<file path="config.mk">
export PLATFORM = sky130hd
export DESIGN_NAME = hostcmd_bridge
export DESIGN_NICKNAME = d
export VERILOG_FILES = /design/src/rtl/hcb_pkg.sv /design/src/rtl/hcb_word_rx.sv /design/src/rtl/hcb_word_tx.sv /design/src/rtl/hcb_ctrl.sv /design/src/rtl/hostcmd_bridge.sv
export SDC_FILE = /design/constraint.sdc
export NUM_CORES = 1
export LEC_CHECK = 0
export ABC_AREA = 0
export ABC_CLOCK_PERIOD_IN_PS = 4490
export BUFFER_PORTS_ARGS = -buffer_cell sky130_fd_sc_hd__buf_4
export CAP_MARGIN = 0
export CORE_MARGIN = 2
export CORE_UTILIZATION = 36
export CTS_BUF_LIST = sky130_fd_sc_hd__clkbuf_4 sky130_fd_sc_hd__clkbuf_8 sky130_fd_sc_hd__clkbuf_16
export CTS_CLUSTER_DIAMETER = 60
export DETAILED_ROUTE_END_ITERATION = 16
export PLACE_DENSITY_LB_ADDON = 0.08
export SYNTH_ARGS = -nofsm -noshare
export SYNTH_HDL_FRONTEND = slang
export SYNTH_SLANG_ARGS = --single-unit
</file>
<file path="constraint.sdc">
create_clock -name clk -period 4.49 [get_ports clk]
set_input_delay 0.898 -clock clk [delete_from_list [all_inputs] [get_ports clk]]
set_output_delay 0.898 -clock clk [all_outputs]
set_load 0.02 [all_outputs]
</file>
<file path="src/rtl/hcb_pkg.sv">
// Package: shared types and opcodes for the host command bridge.
// Assumes commands use an 8-bit opcode in the upper byte of a word.
package hcb_pkg;
    typedef enum logic [2:0] {
        ST_CMD,
        ST_LEN,
        ST_WR,
        ST_RD,
        ST_PING
    } hcb_state_e;

    localparam logic [7:0] OPC_NOP  = 8'h00;
    localparam logic [7:0] OPC_PING = 8'h01;
    localparam logic [7:0] OPC_READ = 8'h02;
    localparam logic [7:0] OPC_WRITE = 8'h03;
endpackage

</file>
<file path="src/rtl/hcb_word_rx.sv">
// Word assembler: pops bytes from a first-word-fall-through FIFO and
// joins pairs (upper byte first) into one buffered word.
// Assumes the consumer clears the buffer with word_take; no pop while full
// or while the FIFO reports empty.
module hcb_word_rx #(
    parameter int BYTE_W = 8,
    localparam int WORD_W = 2 * BYTE_W
) (
    input  logic              clk,
    input  logic              rst_n,
    input  logic [BYTE_W-1:0] in_byte,
    input  logic              in_empty,
    output logic              in_pop,
    output logic [WORD_W-1:0] word,
    output logic              word_valid,
    input  logic              word_take
);
    logic              half_q;
    logic [BYTE_W-1:0] hi_q;
    logic [WORD_W-1:0] word_q;
    logic              valid_q;

    // Pop only when a byte exists and no finished word waits
    assign in_pop     = !in_empty && !valid_q;
    assign word       = word_q;
    assign word_valid = valid_q;

    // Collect the upper byte, then complete the word on the lower byte
    always_ff @(posedge clk) begin
        if (!rst_n) begin
            half_q  <= 1'b0;
            hi_q    <= '0;
            word_q  <= '0;
            valid_q <= 1'b0;
        end else begin
            if (word_take) begin
                valid_q <= 1'b0;
            end
            if (in_pop) begin
                if (!half_q) begin
                    hi_q   <= in_byte;
                    half_q <= 1'b1;
                end else begin
                    word_q  <= {hi_q, in_byte};
                    valid_q <= 1'b1;
                    half_q  <= 1'b0;
                end
            end
        end
    end
endmodule

</file>
<file path="src/rtl/hcb_word_tx.sv">
// Word splitter: takes one word and pushes it as two bytes, upper first,
// into an outgoing FIFO. Assumes load is only raised while ready is high.
module hcb_word_tx #(
    parameter int BYTE_W = 8,
    localparam int WORD_W = 2 * BYTE_W
) (
    input  logic              clk,
    input  logic              rst_n,
    input  logic              load,
    input  logic [WORD_W-1:0] word,
    output logic              ready,
    output logic [BYTE_W-1:0] out_byte,
    output logic              out_push,
    input  logic              out_full
);
    logic              busy_q;
    logic              lo_q;
    logic [WORD_W-1:0] word_q;

    assign ready    = !busy_q;
    assign out_push = busy_q && !out_full;
    // Select the upper byte first, the lower byte second
    assign out_byte = lo_q ? word_q[BYTE_W-1:0] : word_q[WORD_W-1:BYTE_W];

    // Hold the word until both bytes have been accepted
    always_ff @(posedge clk) begin
        if (!rst_n) begin
            busy_q <= 1'b0;
            lo_q   <= 1'b0;
            word_q <= '0;
        end else if (load && !busy_q) begin
            word_q <= word;
            busy_q <= 1'b1;
            lo_q   <= 1'b0;
        end else if (out_push) begin
            if (!lo_q) begin
                lo_q <= 1'b1;
            end else begin
                lo_q   <= 1'b0;
                busy_q <= 1'b0;
            end
        end
    end
endmodule

</file>
<file path="src/rtl/hcb_ctrl.sv">
// Command sequencer: decodes command words, counts data words and drives
// one-cycle bus strobes at a fixed address. Assumes bus read data is valid
// in the cycle of the read strobe.
module hcb_ctrl
    import hcb_pkg::*;
#(
    parameter int BYTE_W = 8,
    localparam int WORD_W = 2 * BYTE_W
) (
    input  logic              clk,
    input  logic              rst_n,
    input  logic [WORD_W-1:0] word,
    input  logic              word_valid,
    output logic              word_take,
    input  logic              tx_ready,
    output logic              tx_load,
    output logic [WORD_W-1:0] tx_word,
    output logic [BYTE_W-1:0] bus_addr,
    output logic [WORD_W-1:0] bus_wdata,
    output logic              bus_wr,
    output logic              bus_rd,
    input  logic [WORD_W-1:0] bus_rdata
);
    hcb_state_e        state_q;
    logic [BYTE_W-1:0] operand_q;
    logic [WORD_W-1:0] count_q;
    logic              is_rd_q;
    logic [BYTE_W-1:0] opcode;

    assign opcode    = word[WORD_W-1:BYTE_W];
    assign bus_addr  = operand_q;
    assign bus_wdata = word;

    // Strobes and handshakes for the current state
    always_comb begin
        word_take = 1'b0;
        tx_load   = 1'b0;
        tx_word   = bus_rdata;
        bus_wr    = 1'b0;
        bus_rd    = 1'b0;
        unique case (state_q)
            ST_CMD, ST_LEN: word_take = word_valid;
            ST_WR: begin
                word_take = word_valid;
                bus_wr    = word_valid;
            end
            ST_RD: begin
                bus_rd  = tx_ready;
                tx_load = tx_ready;
            end
            ST_PING: begin
                tx_load = tx_ready;
                tx_word = {BYTE_W'(OPC_PING), operand_q};
            end
            default: ;
        endcase
    end

    // State, operand and remaining-count updates
    always_ff @(posedge clk) begin
        if (!rst_n) begin
            state_q   <= ST_CMD;
            operand_q <= '0;
            count_q   <= '0;
            is_rd_q   <= 1'b0;
        end else begin
            unique case (state_q)
                ST_CMD: if (word_valid) begin
                    operand_q <= word[BYTE_W-1:0];
                    if (opcode == BYTE_W'(OPC_PING)) begin
                        state_q <= ST_PING;
                    end else if (opcode == BYTE_W'(OPC_READ)) begin
                        is_rd_q <= 1'b1;
                        state_q <= ST_LEN;
                    end else if (opcode == BYTE_W'(OPC_WRITE)) begin
                        is_rd_q <= 1'b0;
                        state_q <= ST_LEN;
                    end
                end
                ST_LEN: if (word_valid) begin
                    count_q <= word;
                    if (word == '0) begin
                        state_q <= ST_CMD;
                    end else begin
                        state_q <= is_rd_q ? ST_RD : ST_WR;
                    end
                end
                ST_WR: if (word_valid) begin
                    count_q <= count_q - 1'b1;
                    if (count_q == WORD_W'(1)) state_q <= ST_CMD;
                end
                ST_RD: if (tx_ready) begin
                    count_q <= count_q - 1'b1;
                    if (count_q == WORD_W'(1)) state_q <= ST_CMD;
                end
                ST_PING: if (tx_ready) state_q <= ST_CMD;
                default: state_q <= ST_CMD;
            endcase
        end
    end
endmodule

</file>
<file path="src/rtl/hostcmd_bridge.sv">
// Top: byte-stream host command bridge. Joins input bytes into words,
// sequences commands onto a register bus and splits responses into bytes.
// Assumes first-word-fall-through input FIFO and full-flagged output FIFO.
module hostcmd_bridge #(
    parameter int BYTE_W = 8,
    localparam int WORD_W = 2 * BYTE_W
) (
    input  logic              clk,
    input  logic              rst_n,
    input  logic [BYTE_W-1:0] in_byte,
    input  logic              in_empty,
    output logic              in_pop,
    output logic [BYTE_W-1:0] out_byte,
    input  logic              out_full,
    output logic              out_push,
    output logic [BYTE_W-1:0] bus_addr,
    output logic [WORD_W-1:0] bus_wdata,
    output logic              bus_wr,
    output logic              bus_rd,
    input  logic [WORD_W-1:0] bus_rdata
);
    logic [WORD_W-1:0] rx_word;
    logic              rx_valid;
    logic              rx_take;
    logic              tx_ready;
    logic              tx_load;
    logic [WORD_W-1:0] tx_word;

    hcb_word_rx #(.BYTE_W(BYTE_W)) i_rx (
        .clk(clk), .rst_n(rst_n),
        .in_byte(in_byte), .in_empty(in_empty), .in_pop(in_pop),
        .word(rx_word), .word_valid(rx_valid), .word_take(rx_take)
    );

    hcb_ctrl #(.BYTE_W(BYTE_W)) i_ctrl (
        .clk(clk), .rst_n(rst_n),
        .word(rx_word), .word_valid(rx_valid), .word_take(rx_take),
        .tx_ready(tx_ready), .tx_load(tx_load), .tx_word(tx_word),
        .bus_addr(bus_addr), .bus_wdata(bus_wdata),
        .bus_wr(bus_wr), .bus_rd(bus_rd), .bus_rdata(bus_rdata)
    );

    hcb_word_tx #(.BYTE_W(BYTE_W)) i_tx (
        .clk(clk), .rst_n(rst_n),
        .load(tx_load), .word(tx_word), .ready(tx_ready),
        .out_byte(out_byte), .out_push(out_push), .out_full(out_full)
    );
endmodule

</file>
# After elaboration in Yosys (flattened, before gate mapping)
# Index checks and enable logic that the tools add are counted.
# W data, S select, Z words.
[op_classes]
addsub = 1
eq_ne = 14
muxes = 32
bitwise = 3
reduce_logical = 23
[ops]
columns = ["cell", "n"]
rows = [
  ["$mux W16", 4],
  ["$pmux W16 S3", 1],
  ["$mux W3", 10],
  ["$eq A16 B1 Y1 const B", 1],
  ["$eq A8 B2 Y1 const B", 2],
  ["$logic_not A16 Y1", 1],
  ["$sub A16 B1 Y16 const B", 1],
  ["$mux W1", 15],
  ["$pmux W3 S5", 1],
  ["$ne A2 B2 Y1 const B", 5],
  ["$eq A8 B1 Y1 const B", 1],
  ["$mux W8", 1],
  ["$reduce_and A2 Y1", 4],
  ["$reduce_and A4 Y1", 2],
  ["$eq A3 B2 Y1 const B", 2],
  ["$reduce_and A6 Y1", 1],
  ["$reduce_bool A2 Y1", 3],
  ["$logic_not A1 Y1", 4],
  ["$ne A4 B1 Y1 const B", 1],
  ["$reduce_or A2 Y1", 2],
  ["$eq A3 B1 Y1 const B", 1],
  ["$eq A3 B3 Y1 const B", 1],
  ["$logic_and A1 B1 Y1", 3],
  ["$logic_not A3 Y1", 1],
  ["other kinds (3)", 5],
]
[totals]
regBits = 72
wordCells = 84

# Depth between registers and ports, before layout
[logic_depth]
word_depth = 6
depth_mapped = 9
ltp_nobuf = 7

# By module
# Synthesis repeated with hierarchy kept, for this count alone.
[unflattened]
cells_unflattened = 449
hier_area_um2 = 3907.5
[by_module_without_submodules]
columns = ["module", "n_inst", "cells_each", "area_per_inst_um2"]
rows = [
  ["hcb_ctrl", 1, 263, 2089.5],
  ["hcb_word_rx", 1, 96, 988.4],
  ["hcb_word_tx", 1, 90, 829.5],
]

# Worst setup path after synthesis
# OpenSTA, ideal clock, no wires.
[synth_timing]
kind = "reg-to-output"
start = "register i_ctrl.state_q[2]"
end = "output port bus_wr"
arrival_ps = 1552
t_required_ps = 3592
setup_slack_ps = 2040
path_stages_with_launch = 6
n_path_buf = 3
cell_sequence = "dfxtp_1 buf_6 nand2b_1 clkbuf_1 clkbuf_1 nor3b_1"
[synth_via]
elab_chain_cells = 2
[synth_lines]
columns = ["element", "line", "source"]
rows = [
  ["from (decl)", "hcb_ctrl.sv:24", "hcb_state_e state_q;"],
  ["from (signal assigned)", "hcb_ctrl.sv:85", "state_q <= is_rd_q ? ST_RD : ST_WR;"],
  ["$eq A3 B2 Y1", "hcb_ctrl.sv:41", "unique case (state_q)"],
  ["$mux W1", "hcb_ctrl.sv:41", ""],
  ["to (decl)", "hostcmd_bridge.sv:18", "output logic bus_wr,"],
]
# Every way passes these cells.

# Final worst setup path
[layout_timing]
start = "register i_ctrl.state_q[2]"
end = "register i_tx.word_q[5]"
[layout_via]
elab_chain_cells = 4
[layout_lines]
columns = ["element", "line", "source"]
rows = [
  ["$eq A3 B2 Y1 or $eq A3 B3 Y1 (tied branches)", "hcb_ctrl.sv:41", ""],
  ["$reduce_or A2 Y1 (no source line)", "--", ""],
  ["$mux W1", "hcb_ctrl.sv:41", ""],
  ["$logic_and A1 B1 Y1", "hcb_word_tx.sv:31", "end else if (load && !busy_q) begin"],
  ["to (signal assigned)", "hcb_word_tx.sv:32", "word_q <= word;"],
  ["to (decl)", "hcb_word_tx.sv:18", "logic [WORD_W-1:0] word_q;"],
]
# Several ways; a longest one is shown, not always the timed one.
# A chain may end at the register's enable or synchronous reset.

==> results.md <==
- Status: complete, no violations
- Number of synthesized flops with an enable pin: 0
- Yosys warns: 0
- Total gr overflow: 0
- Crit share post-route: 0.6142
- WL final: 9265 um
- Final nets: 495
- Resized Gates After CTS: 0
- Number of diodes: 0
- Count of different cell masters after synthesis: 51
- Clock skew: 0.009737 ns
- Number of port buffers: 63
- Via density: 5.309
- RSZ-0062 raised after global routing: false
- Die Height: 100.2 um
- H-tree level count: 3
- Fillers: 971
- Critical Path End Type: flop
- Ys async rst share: 0
- CTS sink cnt: 72
- Final Cell Area: 0.004053 mm^2
- Worst setup margin: 1.732 ns
- Arrival time worst endpoint: 3.00 ns
- Final hold violation count: 0
- CTS Hold Bufs: 0
- Number of buffers created by CTS: 9
- Setup TNS: 0 ns
- Die Wd: 100.2 um
- Synthesized Nets: 447
- # DRC: 0
- CTS tree: done
- Fmax: 362.6 MHz
- Maxcap violations: 0
- Power per cell area: 404.0 mW/mm^2
- Mean Syn Cell Area: 7.996 um^2
- Synth Flop Type: dfxtp_1
- Final Util: 0.4449
- Fin crit period: 2.758 ns
- Area of the die: 0.01005 mm^2
- Final setup viols: 0
- Proportion of layout cells with a drive suffix above 1: 0.2030
- First-pass GRT wire length: 15130 um
- GRT Util Overall: 0.1905
- Top cell type's share of synthesized area: 0.4323
- Crit path launch type: flop
- DRT antenna net count: 0
- Worst Max-Slew Pin Slew: 1.130 ns
- Detailed-route via count: 3074
- Critical Path RT: 4.74 ns
- CTS Buffer Depth: 2
- First drt pass iteration count: 5
- Clock root buffer: clkbuf_8
- Area Overhead vs Synth: 21.54%
- Max Slew Vio Count: 0
- Initial drt markers: 174
- Flop and latch count out of synthesis: 72
- Crit path kind: reg2reg
- Largest net degree at the start of global routing: 63
- Row count: 35
- Placed cell area: 0.003845 mm^2
- Number of global-route vias before repair: 2926
- Leak: 1.531 nW
- Postcts setup bufs: 0
- Hold Crit Class: reg2reg
- WHS: 0.4546 ns
- Clock Pin Slew Worst Setup and Hold Paths: 0.08 ns
- Initial Util: 0.3661
- Core Area: 0.009109 mm^2
- Mapped Cells: 417
- Top post-synthesis cells by area: dfxtp_1 (43%), nand2_1 (9.5%), a21oi_1 (9.0%)
- Post-place setup slack: 1.756 ns
- Worst IR drop on VDD: 0.0001677 V
- Crit path max fanout: 18
- Slew HR: 0.2454
- IO Count: 64
- Detailed-route wire length per cell: 16.00 um
- Initial antenna violation count: 0
- Post-synthesis sequential area ratio: 0.4323
- Synthesized area: 0.003334 mm^2
- Synth area leader: dfxtp_1
- RePlAce Congestion: 0.8674
- Clk_lat worst skew: 0.34 ns
- DPL Wire Length: 6464 um
==> layout by cell type, fill, tap and decap left out, types with 3 or more instances in the layout <==
cell / count
o21ai_0: 4
nand3_1: 5
nand2_1: 84
o22ai_1: 4
nor3_1: 9
o21ai_1: 9
a211oi_1: 10
clkbuf_8: 9
mux2_2: 8
a21oi_1: 60
a22oi_1: 8
inv_1: 4
nor2_1: 35
nor4_1: 7
or4_1: 4
dfxtp_1: 72
nand2b_1: 3
buf_4: 67
and2_1: 3
nor2b_1: 5
mux2i_1: 8
or3_1: 4
o211ai_1: 4
==> flip-flops by register name, summed over array words and instances (netlist names) <==
register and cells:
i_ctrl.count_q 16, i_tx.word_q 16, i_rx.half_q 1, i_tx.lo_q 1, i_tx.busy_q 1, i_ctrl.is_rd_q 1
i_ctrl.state_q 3, i_rx.word_valid 1, i_rx.word 16, i_rx.hi_q 8, i_ctrl.bus_addr 8
==> stage by stage <==
step | total power [mW] | cells
5_1_grt | 1.731 | 579
3_3_place_gp | 1.093 | 565
6_report | 1.637 | 579
2_1_floorplan | 0.9924 | 417
3_5_place_dp | 1.096 | 565
4_1_cts | 1.650 | 579
==> path summary, 6_finish.rpt <==
path | from | to | cells past startpoint | slack, ns
hold reg to reg | i_rx.hi_q[7] | i_rx.word[15] | 2 | 0.45
setup / recovery | i_ctrl.state_q[2] | i_tx.word_q[5] | 5 | 1.73
hold / removal | i_rx.hi_q[7] | i_rx.word[15] | 2 | 0.45
setup reg to reg | i_ctrl.state_q[2] | i_tx.word_q[5] | 5 | 1.73
==> where the power goes <==
part | internal [mW] | leakage [nW] | switching (mW) | total [mW]
combinational | 0.145 | 0.850 | 0.218 | 0.363
clock | 0.308 | 0.0974 | 0.247 | 0.555
sequential | 0.672 | 0.583 | 0.0471 | 0.719
total | 1.13 | 1.53 | 0.512 | 1.64
==> kinds of logic after synthesis <==
| family | share of synthesized area |
|---|---|
| AND/OR/NAND/NOR | 0.2405 |
| AO/OA/AOI/OAI | 0.2169 |
| flip-flops | 0.4323 |
| buffers and inverters | 0.04653 |
| multiplexers | 0.05103 |
| XOR/XNOR | 0.005254 |
| adder cells (fa/ha/maj) | 0.007503 |
==> cells in the mapped netlist, types with 7 or more instances <==
library cell,n
a22oi_1,8
dfxtp_1,72
o21ai_1,9
nor2_1,35
mux2i_1,8
a21oi_1,60
a211oi_1,10
nand2_1,84
nor3_1,9
nor4_1,7
clkbuf_1,21
mux2_2,8
==> critical path: stages (launching register included) <==
cell      delay (ns)
dfxtp_1         0.47
nor3b_2         0.76
a21o_1          0.20
nor2b_1         0.90
nor2_1          0.09
a211oi_1        0.25
==> per-layer routing <==
layer	up-vias	track usage	wire length, um
met4	0	0.04426	65
li1	1569	-	-
met3	6	0.03830	390
met2	68	0.2922	4223
met5	-	0	0
met1	1431	0.2758	4586
==> cell type report <==
type | count | area [um^2] | share of cell area
tap | 111 | 138.9 | 0.03427
multi-input combinational | 310 | 1743 | 0.4301
clock buffer | 9 | 123.9 | 0.03057
inverter | 5 | 18.77 | 0.004631
sequential | 72 | 1441 | 0.3557
timing repair buffer | 67 | 503.0 | 0.1241
clock inverter | 5 | 83.83 | 0.02069
No activity file was read; power rests on OpenSTA's default activity.
